## src/rtl/uirq_pkg.sv

```systemverilog
package uirq_pkg;
  localparam int MASK_W     = 3;
  localparam int BIT_RX     = 0;
  localparam int BIT_TX     = 1;
  localparam int BIT_LS     = 2;
  localparam int A_EN_SET   = 0;
  localparam int A_EN_CLR   = 1;
  localparam int A_GLOBAL   = 2;
  localparam int BIT_REROUTE = 0;

  typedef struct packed {
    logic ls;
    logic tx;
    logic rx;
  } irq_req_t;
endpackage

```

## src/rtl/uirq_regbank.sv

```systemverilog
module uirq_regbank
  import uirq_pkg::*;
#(
  parameter int ADDR_W = 4,
  parameter int DATA_W = 8
) (
  input  logic              clk,
  input  logic              rst_n,
  input  logic [ADDR_W-1:0] bus_addr,
  input  logic              bus_wr,
  input  logic [DATA_W-1:0] bus_wdata,
  output logic [DATA_W-1:0] bus_rdata,
  output logic [MASK_W-1:0] en_mask,
  output logic              reroute
);
  localparam int PAD_W = DATA_W - MASK_W;

  logic hit_set, hit_clr, hit_glb;
  logic [MASK_W-1:0] wbits;

  assign hit_set = (bus_addr == ADDR_W'(A_EN_SET));
  assign hit_clr = (bus_addr == ADDR_W'(A_EN_CLR));
  assign hit_glb = (bus_addr == ADDR_W'(A_GLOBAL));
  assign wbits   = bus_wdata[MASK_W-1:0];

  always_ff @(posedge clk or negedge rst_n) begin
    if (!rst_n) begin
      en_mask <= '0;
      reroute <= 1'b0;
    end else if (bus_wr) begin
      if (hit_set) en_mask <= en_mask | wbits;
      if (hit_clr) en_mask <= en_mask & ~wbits;
      if (hit_glb) reroute <= bus_wdata[BIT_REROUTE];
    end
  end

  always_comb begin
    bus_rdata = '0;
    if (hit_set || hit_clr) bus_rdata = {{PAD_W{1'b0}}, en_mask};
    else if (hit_glb)       bus_rdata[BIT_REROUTE] = reroute;
  end

  p_set_r2: assert property (@(posedge clk) disable iff (!rst_n)
    (bus_wr && hit_set) |=> ((en_mask & $past(wbits)) == $past(wbits)));
  p_clear_r3: assert property (@(posedge clk) disable iff (!rst_n)
    (bus_wr && hit_clr) |=> ((en_mask & $past(wbits)) == '0));
  p_keep_r2: assert property (@(posedge clk) disable iff (!rst_n)
    !(bus_wr && (hit_set || hit_clr)) |=> $stable(en_mask));
endmodule

```

## src/rtl/uirq_err_sticky.sv

```systemverilog
module uirq_err_sticky #(
  parameter int ERR_N = 4
) (
  input  logic             clk,
  input  logic             rst_n,
  input  logic [ERR_N-1:0] err_evt,
  input  logic             clr_status,
  output logic             any_err
);
  logic [ERR_N-1:0] flag;

  for (genvar i = 0; i < ERR_N; i++) begin : g_flag
    always_ff @(posedge clk or negedge rst_n) begin
      if (!rst_n)          flag[i] <= 1'b0;
      else if (err_evt[i]) flag[i] <= 1'b1;
      else if (clr_status) flag[i] <= 1'b0;
    end
  end

  assign any_err = |flag;

  p_event_wins_r8: assert property (@(posedge clk) disable iff (!rst_n)
    (|err_evt) |=> any_err);
  p_hold_r7: assert property (@(posedge clk) disable iff (!rst_n)
    (any_err && !clr_status) |=> any_err);
  p_clear_r7: assert property (@(posedge clk) disable iff (!rst_n)
    (clr_status && !(|err_evt)) |=> !any_err);
endmodule

```

## src/rtl/uirq_route.sv

```systemverilog
module uirq_route
  import uirq_pkg::*;
(
  input  logic              clk,
  input  logic              rst_n,
  input  logic [MASK_W-1:0] en_mask,
  input  logic              reroute,
  input  logic              rx_ready,
  input  logic              tx_empty,
  input  logic              any_err,
  output logic              irq_rx,
  output logic              irq_tx,
  output logic              irq_ls
);
  irq_req_t req;

  always_comb begin
    req.rx = en_mask[BIT_RX] & rx_ready;
    req.tx = en_mask[BIT_TX] & tx_empty;
    req.ls = en_mask[BIT_LS] & any_err;
  end

  always_ff @(posedge clk or negedge rst_n) begin
    if (!rst_n) begin
      irq_rx <= 1'b0;
      irq_tx <= 1'b0;
      irq_ls <= 1'b0;
    end else if (reroute) begin
      irq_rx <= 1'b0;
      irq_tx <= 1'b0;
      irq_ls <= |req;
    end else begin
      irq_rx <= req.rx;
      irq_tx <= req.tx;
      irq_ls <= req.ls;
    end
  end

  p_rx_r5: assert property (@(posedge clk) disable iff (!rst_n)
    (en_mask[BIT_RX] && rx_ready && !reroute) |=> irq_rx);
  p_tx_r6: assert property (@(posedge clk) disable iff (!rst_n)
    (en_mask[BIT_TX] && tx_empty && !reroute) |=> irq_tx);
  p_ls_r7: assert property (@(posedge clk) disable iff (!rst_n)
    (en_mask[BIT_LS] && any_err) |=> irq_ls);
  p_reroute_r9: assert property (@(posedge clk) disable iff (!rst_n)
    reroute |=> (!irq_rx && !irq_tx));
endmodule

```

## src/rtl/uart_irq_ctrl.sv

```systemverilog
module uart_irq_ctrl
  import uirq_pkg::*;
#(
  parameter int ADDR_W = 4,
  parameter int DATA_W = 8,
  parameter int ERR_N  = 4
) (
  input  logic              clk,
  input  logic              rst_n,
  input  logic [ADDR_W-1:0] bus_addr,
  input  logic              bus_wr,
  input  logic [DATA_W-1:0] bus_wdata,
  output logic [DATA_W-1:0] bus_rdata,
  input  logic              rx_ready,
  input  logic              tx_empty,
  input  logic [ERR_N-1:0]  err_evt,
  input  logic              clr_status,
  output logic              irq_rx,
  output logic              irq_tx,
  output logic              irq_ls
);
  logic [MASK_W-1:0] en_mask;
  logic              reroute;
  logic              any_err;

  uirq_regbank #(.ADDR_W(ADDR_W), .DATA_W(DATA_W)) regs_i (
    .clk(clk), .rst_n(rst_n), .bus_addr(bus_addr), .bus_wr(bus_wr),
    .bus_wdata(bus_wdata), .bus_rdata(bus_rdata),
    .en_mask(en_mask), .reroute(reroute)
  );

  uirq_err_sticky #(.ERR_N(ERR_N)) err_i (
    .clk(clk), .rst_n(rst_n), .err_evt(err_evt),
    .clr_status(clr_status), .any_err(any_err)
  );

  uirq_route route_i (
    .clk(clk), .rst_n(rst_n), .en_mask(en_mask), .reroute(reroute),
    .rx_ready(rx_ready), .tx_empty(tx_empty), .any_err(any_err),
    .irq_rx(irq_rx), .irq_tx(irq_tx), .irq_ls(irq_ls)
  );

  p_reset_r1: assert property (@(posedge clk)
    !rst_n |=> (!irq_rx && !irq_tx && !irq_ls));
endmodule

```

## config.mk

```make
export PLATFORM = sky130hd
export DESIGN_NAME = uart_irq_ctrl
export DESIGN_NICKNAME = d
export VERILOG_FILES = /design/src/rtl/uirq_pkg.sv /design/src/rtl/uirq_regbank.sv /design/src/rtl/uirq_err_sticky.sv /design/src/rtl/uirq_route.sv /design/src/rtl/uart_irq_ctrl.sv
export SDC_FILE = /design/constraint.sdc
export NUM_CORES = 1
export LEC_CHECK = 0
export BUFFER_PORTS_ARGS = -buffer_cell sky130_fd_sc_hd__buf_2
export CAP_MARGIN = 40
export CORE_AREA = 2 2 39 41
export CTS_BUF_LIST = sky130_fd_sc_hd__clkbuf_16
export DETAILED_ROUTE_END_ITERATION = 8
export DIE_AREA = 0 0 41 43
export PLACE_DENSITY = 0.83
export SETUP_SLACK_MARGIN = 0.15
export SKIP_LAST_GASP = 1
export SYNTH_ARGS = -nofsm -noshare
export SYNTH_HDL_FRONTEND = slang
export SYNTH_SLANG_ARGS = --single-unit
```

## constraint.sdc

```tcl
create_clock -name clk -period 1.5 [get_ports clk]
set_input_delay 0.3 -clock clk [delete_from_list [all_inputs] [get_ports clk]]
set_output_delay 0.3 -clock clk [all_outputs]
set_load 0.05 [all_outputs]
```

==> flow_summary_export.csv, run 1 <==
group,metric,value,unit
status,status,"completed",
clock_network,cts_sinks,11,
hold_path,whs_path_depth,2,
detailed_routing,detail-route-antenna-nets,0,
flow_run,maxCapViolations,0,
synth,ys_seq_area_share,53.1,%
worst_setup_path,path_class,"reg2out",
worst_setup_path,cp_max_fo,2,
clock_network,cts_made_buffers,3,
worst_setup_path,regToRegEndpoint,"route_i.irq_ls",
worst_setup_path,cp-end-kind,"output pin",
hold_path,hold_path_end,"err_i.flag[0]",
worst_setup_path,cp.required,1200,ps
sta,slew_violations,0,
floorplanning,chipWidth,41,µm
synth,synth_warnings,0,
layout,final_layout_size_suffix_gt1_share,45.9,%
sta,rsz0062_at_grt,"true",
clock_network,cts_tree,"built",
synth,yosysTopAreaCell,"dfrtp_1",
sta,min_period,1440,ps
sta,tns,0,ps
floorplanning,dieArea,0.00176,mm²
floorplanning,start_util,37.4,%
clock_network,root_buffer,"clkbuf_16",
floorplanning,coreArea,0.00138,mm²
clock_network,clkLatencyLatePin,230,ps
synth,avgSynthCellArea,11.3,µm²
sta,hold_viol,0,
synth,synth_cells,46,
synth,synth_top_area_share,53.1,%
global_routing,antenna_found_initial,0,
worst_setup_path,r2r_start,"regs_i.reroute",
clock_network,clk_path_buf_depth,2,
detailed_routing,num_vias,423,
detailed_routing,routed_wl,1140,µm
hold_path,hp-class,"in2reg",
worst_setup_path,rrSetupSlack,600,ps
global_routing,grt_first_pass_wirelength,1810,µm
global_routing,grt_usage,16.3,%
sta,skew,1.04,ps
sta,fmax,693,MHz
sta,setup_viol,0,
synth,yosys_register_bits,11,
worst_setup_path,reg2reg_depth,3,
floorplanning,die_h,43,µm
global_routing,grt_overflow,0,
layout,area_growth_syn_to_layout,45.9,%
global_routing,grt_max_degree,12,
place,io_buffers,22,
detailed_routing,dr.pass1.iters,2,
global_routing,grt_pass1_vias,441,
sta,min_period_over_period,96.3,%
clock_network,path_clk_slew,40,ps
layout,fill_cells,124,
power_and_ir_drop,power.density,1450,mW/mm²
power_and_ir_drop,vdd_drop_max,0.886,mV
hold_path,hold_start,"err_evt[0]",
worst_setup_path,critPathLaunchType,"flip-flop",
detailed_routing,routedWlPerCell,12.7,µm
clock_network,htree_levels,1,
place,gp_congestion,0.739,
place,dp_cells,84,
layout,antenna_cells,0,
detailed_routing,viasPerCell,4.70,
power_and_ir_drop,leakage,0.397,nW
synth,ys_types,21,
worst_setup_path,arrival,1140,ps
detailed_routing,drt_iter0_markers,4,
layout,num-nets-final,97,
detailed_routing,drcViolationCount,0,
floorplanning,ioPinCount,33,
floorplanning,placementRows,14,
synth,ys_top_cells_by_area,"dfrtp_1 53%, buf_4 7.2%, a21o_1 5.8%",
synth,synth_area,518,µm²
layout,final_cells,90,
place,dpl.hpwl,888,µm
==> metrics by stage <==
step / setup slack [ps] / hold WS, ps / area (µm²) / util, % / power [mW]
floorplan: 227 / 4.41 / 544 / - / 0.547
global placement: 117 / 172 / 644 / 46.6 / 0.603
detailed placement: 65.5 / 178 / 644 / 46.6 / 0.612
CTS: 50.2 / 240 / 752 / 54.3 / 1.10
global route: 20.0 / 256 / 756 / 54.6 / 1.14
finish: 56.0 / 240 / 756 / 54.6 / 1.09
==> synthesized netlist by cell type, drive strengths merged <==
cell,instances
o21ai,1
nand3b,1
dfrtp,11
a21bo,1
nor4,2
mux2,1
o21a,1
buf,5
nand3,2
and2,2
a31oi,1
inv,3
nor3,2
a21o,4
nand2,3
mux2i,2
conb,1
nor2,2
a41oi,1
==> layout by cell type, fill, tap and decap left out, drive strengths merged <==
| cell type | synthesis | final |
|---|---|---|
| clkbuf | 0 | 3 |
| a21bo | 1 | 1 |
| o21ai | 1 | 1 |
| and2 | 2 | 2 |
| dfrtp | 11 | 11 |
| a41oi | 1 | 1 |
| dlygate4sd3 | 0 | 1 |
| nand3 | 2 | 2 |
| nand2 | 3 | 3 |
| o21a | 1 | 1 |
| nor4 | 2 | 2 |
| conb | 1 | 5 |
| nor3 | 2 | 2 |
| a21o | 4 | 4 |
| buf | 5 | 24 |
| nand3b | 1 | 1 |
| a31oi | 1 | 1 |
| nor2 | 2 | 2 |
| inv | 3 | 4 |
| mux2i | 2 | 2 |
| mux2 | 1 | 1 |
==> how the worst max path moves through the flow <==
stage / cells past startpoint / endpoint / start
after global placement: 5 / bus_rdata[0] / bus_addr[0]
after CTS: 4 / bus_rdata[0] / flip-flop
after detailed placement: 5 / bus_rdata[0] / bus_addr[0]
final: 4 / bus_rdata[0] / flip-flop
after global routing: 4 / bus_rdata[0] / flip-flop
after floorplan: 3 / bus_rdata[0] / regs_i.reroute
==> power breakdown <==
group | switching [mW] | internal [mW] | total [mW] | leakage [nW]
combinational | 0.171 | 0.0844 | 0.255 | 0.229
sequential | 0.0226 | 0.346 | 0.369 | 0.126
clock | 0.120 | 0.349 | 0.469 | 0.0423
==> logic make-up (layout without fill, tap and decap cells) <==
logic type / Yosys count / count (layout) / share of synthesized area [%]
AO/OA/AOI/OAI: 9 / 9 / 13.0
buffers and inverters: 8 / 32 / 9.42
flip-flops: 11 / 11 / 53.1
multiplexers: 3 / 3 / 6.04
other: 1 / 5 / 0.724
AND/OR/NAND/NOR: 14 / 14 / 17.6
==> what timing repair did <==
action | 4_1_cts | 5_1_grt
endpoints found under the hold margin | 11 | 0
resized for setup | 4 | 1
hold buffers | 1 | 0
endpoints found under the setup margin | 3 | 3
setup buffers | 1 | 0
==> final cells by class <==
cell class / count / area [µm²] / share of cell area (%)
clock buffer: 3 / 75.1 / 9.93
clock inverter: 1 / 3.75 / 0.497
inverter: 3 / 11.3 / 1.49
multi-input combinational: 31 / 220 / 29.1
sequential: 11 / 275 / 36.4
tap: 16 / 20.0 / 2.65
timing repair buffer: 25 / 150 / 19.9
==> metal layers <==
metal	part of all wire (%)	vias up	GRT usage, %	wire length [µm]
met2	58	14	27.5	665
met5	0	-	0	0
li1	-	205	-	-
met1	34	202	15.0	390
met3	6.1	2	8.38	70
met4	1.2	0	8.00	14
==> worst max-delay path, stage by stage (launching register included) <==
cell,delay (ps)
dfrtp_1,340
inv_1,50
o21a_1,200
nor3_4,140
buf_6,180
Power figures use the tool's default switching activity.
==> run 2: changes to the inputs <==
--- a/config.mk
+++ b/config.mk
@@ -6,4 +6,5 @@
 export NUM_CORES = 1
 export LEC_CHECK = 0
+export ABC_CLOCK_PERIOD_IN_PS = 1500
 export BUFFER_PORTS_ARGS = -buffer_cell sky130_fd_sc_hd__buf_2
 export CAP_MARGIN = 40
@@ -15,4 +16,5 @@
 export SETUP_SLACK_MARGIN = 0.15
 export SKIP_LAST_GASP = 1
+export SLEW_MARGIN = 30
 export SYNTH_ARGS = -nofsm -noshare
 export SYNTH_HDL_FRONTEND = slang
==> constraint.sdc (replaced) <==
create_clock -name clk -period 1.5 [get_ports clk]
set_input_delay 0.225 -clock clk [delete_from_list [all_inputs] [get_ports clk]]
set_output_delay 0.225 -clock clk [all_outputs]
set_load 0.05 [all_outputs]
==> flow_summary_export.csv, run 2 (synthesis results as in run 1) <==
group,metric,value,unit
place,dp_cells,83,
flow_run,maxCapViolations,0,
power_and_ir_drop,power.total,1.10,mW
hold_path,hp-class,"in2reg",
worst_setup_path,cp-end-kind,"output pin",
global_routing,grt_pass1_vias,419,
global_routing,antenna_found_initial,0,
layout,area_growth_syn_to_layout,43.5,%
global_routing,grt_overflow,0,
power_and_ir_drop,power_switching,0.318,mW
status,status,"completed",
clock_network,clk_path_buf_depth,2,
power_and_ir_drop,vdd_drop_max,0.763,mV
power_and_ir_drop,p_comb_share,22.7,%
clock_network,clkLatencyLatePin,240,ps
place,io_buffers,22,
power_and_ir_drop,power.density,1480,mW/mm²
clock_network,cts_sinks,11,
worst_setup_path,path_class,"reg2out",
clock_network,cts_tree,"built",
clock_network,cts_made_buffers,3,
global_routing,grt_usage,15.1,%
detailed_routing,routedWlPerCell,11.6,µm
sta,hold_viol,0,
detailed_routing,drcViolationCount,0,
clock_network,path_clk_slew,40,ps
floorplanning,coreArea,0.00138,mm²
floorplanning,dieArea,0.00176,mm²
detailed_routing,num_vias,423,
global_routing,grt_max_degree,12,
layout,final_layout_size_suffix_gt1_share,46.6,%
hold_path,whs_path_depth,2,
worst_setup_path,critPathLaunchType,"flip-flop",
layout,num-nets-final,96,
sta,rsz0062_at_grt,"true",
layout,final_common_cell,"buf_2",
detailed_routing,dr.pass1.iters,4,
worst_setup_path,reg2reg_depth,3,
worst_setup_path,cp_max_fo,2,
sta,skew,2.48,ps
layout,multi_input_area,220,µm²
power_and_ir_drop,swShare,29.0,%
floorplanning,chipWidth,41,µm
worst_setup_path,cp.required,1270,ps
layout,final_cells,89,
clock_network,htree_levels,1,
detailed_routing,routed_wl,1030,µm
detailed_routing,drt_iter0_markers,3,
power_and_ir_drop,power_frac_seq,33.5,%
floorplanning,placementRows,14,
layout,antenna_cells,0,
floorplanning,ioPinCount,33,
sta,slew_violations,0,
place,gp_congestion,0.743,
sta,setup_viol,0,
sta,fmax,741,MHz
detailed_routing,viasPerCell,4.75,
power_and_ir_drop,p_clk_share,43.8,%
sta,min_period,1350,ps
power_and_ir_drop,leakage,0.389,nW
layout,fill_cells,120,
place,dpl.hpwl,839,µm
clock_network,root_buffer,"clkbuf_16",
floorplanning,start_util,37.4,%
floorplanning,die_h,43,µm
sta,min_period_over_period,89.9,%
layout,regArea,275,µm²
sta,tns,0,ps
worst_setup_path,rrSetupSlack,610,ps
worst_setup_path,arrival,1120,ps
layout,final_cell_mix,"20 x buf_2, 11 x dfrtp_1, 5 x conb_1",
global_routing,grt_first_pass_wirelength,1670,µm
power_and_ir_drop,power.internal,0.780,mW
detailed_routing,detail-route-antenna-nets,0,
## run 2: worst paths after layout
kind / end / from
min: err_i.flag[0] / err_evt[0]
max in group asynchronous: route_i.irq_rx / rst_n
max reg2reg: route_i.irq_ls / regs_i.reroute
min reg2reg: err_i.flag[3] / err_i.flag[3]
max: bus_rdata[0] / flip-flop
min in group asynchronous: regs_i.reroute / rst_n
## run 2: what timing repair did
| action | CTS | global route |
|---|---|---|
| gates resized for setup | 2 | 1 |
| endpoints found under the setup margin | 1 | 2 |
| hold buffers | 1 | 0 |
| hold endpoints to repair | 11 | 0 |
| buffers inserted | 1 | 0 |
## run 2: power by group through the flow
stage               Sequential (mW)  Combinational, mW  Clock, mW
floorplan                     0.426              0.121          0
global placement              0.373              0.228          0
detailed placement            0.375              0.235          0
CTS                           0.367              0.252      0.488
global route                  0.372              0.274      0.504
finish                        0.368              0.249      0.481
## run 2: area by class of cell
cell class              instances  share of cell area [%]
flip-flops and latches         11                    37.0
inverters                       3                    1.52
clock buffers                   3                    10.1
clock inverters                 1                   0.673
well taps                      16                    2.69
multi-input cells              31                    29.6
repair buffers                 24                    18.4
## run 2: through the flow
stage / hold slack, ps / instance area, µm² / setup WS (ps) / utilization, %
global placement: 96.9 / 637 / 246 / 46.0
global route: 172 / 743 / 93.1 / 53.7
finish: 164 / 743 / 151 / 53.7
detailed placement: 104 / 637 / 212 / 46.0
CTS: 164 / 741 / 142 / 53.5
floorplan: -70.6 / 544 / 302 / -
## run 2: routing by layer
layer / vias up / wire length (µm) / share of wire, % / global-route usage (%)
li1: 202 / - / - / -
met1: 205 / 378 / 37 / 15.6
met2: 14 / 568 / 55 / 23.4
met3: 2 / 77 / 7.5 / 7.85
met4: 0 / 8 / 0.77 / 8.00
met5: - / 0 / 0 / 0
## run 2: critical path: stages (launching register included)
cell     delay [ps]
dfrtp_1         330
inv_1            50
o21a_1          190
nor3_4          130
buf_6           180
==> run 3: changes to the inputs <==
Settings changed: SYNTH_HIERARCHICAL set to 1.
==> flow_summary_export.csv, run 3 <==
group,metric,value,unit
status,status,"completed",
worst_setup_path,path_buf_inv,2,
synth,ys_seq_area_share,53.5,%
synth,synth_warnings,6,
worst_setup_path,cp_max_fo,2,
place,io_buffers,22,
clock_network,clkLatencyLatePin,230,ps
layout,final_cell_mix,"21 x buf_2, 11 x dfrtp_1, 5 x inv_1, 5 x conb_1",
detailed_routing,dr.pass1.iters,4,
synth,synth_top_area_share,53.5,%
place,gp_congestion,0.705,
place,dpl.hpwl,761,µm
worst_setup_path,cp-end-kind,"output pin",
synth,yosysTopAreaCell,"dfrtp_1",
synth,synth_area,514,µm²
worst_setup_path,rrSetupSlack,260,ps
worst_setup_path,cpPeakStageDelay,340,ps
floorplanning,chipWidth,41,µm
worst_setup_path,regToRegEndpoint,"route_i/irq_ls",
global_routing,grt_usage,15.5,%
power_and_ir_drop,power.density,1470,mW/mm²
clock_network,cts_sinks,11,
detailed_routing,viasPerCell,4.52,
worst_setup_path,arrival,1110,ps
floorplanning,ioPinCount,33,
sta,slew_violations,0,
hold_path,hp-class,"in2reg",
flow_run,maxCapViolations,0,
worst_setup_path,reg2reg_depth,2,
layout,antenna_cells,0,
power_and_ir_drop,leakage,0.413,nW
worst_setup_path,cp_cell_sequence,"inv_1 > o21a_1 > nor3_4 > buf_6",
worst_setup_path,cp_top_family,"flip-flops",
sta,fmax,751,MHz
sta,setup_viol,0,
clock_network,cts_made_buffers,3,
clock_network,path_clk_slew,40,ps
synth,synth_commonest_cells,"11 x dfrtp_1, 5 x buf_4, 4 x inv_1",
power_and_ir_drop,swShare,28.8,%
global_routing,grt_overflow,0,
synth,ys_types,19,
global_routing,grt_first_pass_wirelength,1780,µm
floorplanning,start_util,37.2,%
layout,area_growth_syn_to_layout,46.0,%
layout,final_layout_size_suffix_gt1_share,44.7,%
detailed_routing,routedWlPerCell,11.7,µm
detailed_routing,num_vias,416,
place,place_ws,241,ps
floorplanning,placementRows,14,
synth,avgSynthCellArea,10.9,µm²
clock_network,cts_tree,"built",
worst_setup_path,critPathCapture,"bus_rdata[0]",
layout,num-nets-final,99,
sta,rsz0062_at_grt,"true",
global_routing,grt_max_degree,12,
power_and_ir_drop,p_clk_share,42.7,%
synth,yosys_register_bits,11,
synth,synthArstFlopShare,100,%
sta,min_period,1330,ps
synth,synth_ff_type,"dfrtp_1",
worst_setup_path,path_class,"reg2out",
synth,synth_cells,47,
worst_setup_path,path_depth,4,
sta,timing.final.ws_setup,169,ps
detailed_routing,drcViolationCount,0,
clock_network,htree_levels,1,
sta,skew,1.66,ps
synth,ys_top_cells_by_area,"dfrtp_1 54%, buf_4 7.3%, mux2i_1 5.8%",
floorplanning,dieArea,0.00176,mm²
power_and_ir_drop,power.internal,0.785,mW
floorplanning,die_h,43,µm
worst_setup_path,critPathLaunchType,"flip-flop",
layout,final_common_cell,"buf_2",
floorplanning,coreArea,0.00138,mm²
power_and_ir_drop,power_frac_seq,33.7,%
power_and_ir_drop,p_comb_share,23.6,%
sta,min_period_over_period,88.7,%
detailed_routing,routed_wl,1070,µm
worst_setup_path,cp.required,1270,ps
clock_network,clk_path_buf_depth,2,
synth,synth_edf_count,0,
global_routing,grt_pass1_vias,443,
sta,tns,0,ps
sta,hold_viol,0,
worst_setup_path,crit_path_top_delay_cell,"dfrtp_1",
detailed_routing,detail-route-antenna-nets,0,
worst_setup_path,r2r_start,"err_i/flag[1]",
detailed_routing,drt_iter0_markers,7,
clock_network,root_buffer,"clkbuf_16",
global_routing,antenna_found_initial,0,
power_and_ir_drop,power_switching,0.317,mW
synth,synth.most_common_cell,"dfrtp_1",
power_and_ir_drop,vdd_drop_max,0.491,mV
[run 3: area by class of cell]
cell class | instances | area (µm²)
clock buffers | 3 | 75.1
clock inverters | 1 | 3.75
well taps | 16 | 20.0
flip-flops and latches | 11 | 275
multi-input cells | 31 | 213
inverters | 4 | 15.0
fillers | 125 | 633
repair buffers | 26 | 149
[run 3: cell families after synthesis]
| group | synth area share, % |
|---|---|
| simple gates | 16.5 |
| flops | 53.5 |
| buf+inv | 10.2 |
| compound gates | 11.0 |
| mux | 8.03 |
| other cells | 0.729 |
[run 3: how the worst min path moves through the flow]
stage,endpoint,slack (ps),cells past startpoint,start
6_report,err_i/flag[1],170,2,err_evt[1]
3_5_place_dp,err_i/flag[1],100,1,rst_n
5_1_grt,err_i/flag[0],180,2,err_evt[0]
3_3_place_gp,err_i/flag[0],90,1,rst_n
4_1_cts,err_i/flag[1],170,2,err_evt[1]
2_1_floorplan,err_i/flag[0],-70,0,rst_n
[run 3: repair_timing]
item / 4_1_cts / 5_1_grt
hold endpoints to repair: 11 / 0
hold buffers: 1 / 0
setup endpoints to repair: 1 / 1
resized for setup: 2 / 0
buffers inserted: 2 / 0
[run 3: power by group through the flow]
stage / combinational (mW) / sequential [mW] / clock, mW
floorplan: 0.120 / 0.431 / 0
global placement: 0.225 / 0.378 / 0
detailed placement: 0.228 / 0.380 / 0
CTS: 0.260 / 0.371 / 0.476
global route: 0.283 / 0.379 / 0.502
finish: 0.260 / 0.371 / 0.471
[run 3: per-stage QoR]
stage	utilization (%)	instances	cell area (µm²)	hold slack [ps]	power, mW
5_1_grt	54.2	92	751	178	1.16
6_report	54.2	92	751	175	1.10
4_1_cts	54.2	92	751	169	1.11
3_5_place_dp	46.3	85	641	99.6	0.609
3_3_place_gp	46.3	85	641	94.3	0.603
2_1_floorplan	-	51	541	-70.6	0.551
[run 3: worst register-to-register path: stages (launching register included)]
cell     delay (ps)
dfrtp_1         370
or4_1           530
a22o_1          230
[run 3: metal layers]
metal / track usage [%] / share of wire [%] / up-vias
met1: 16.9 / 40 / 191
met3: 3.14 / 6.2 / 0
li1: - / - / 208
met5: 0 / 0 / -
met2: 25.3 / 53 / 17
met4: 10.0 / 0 / 0
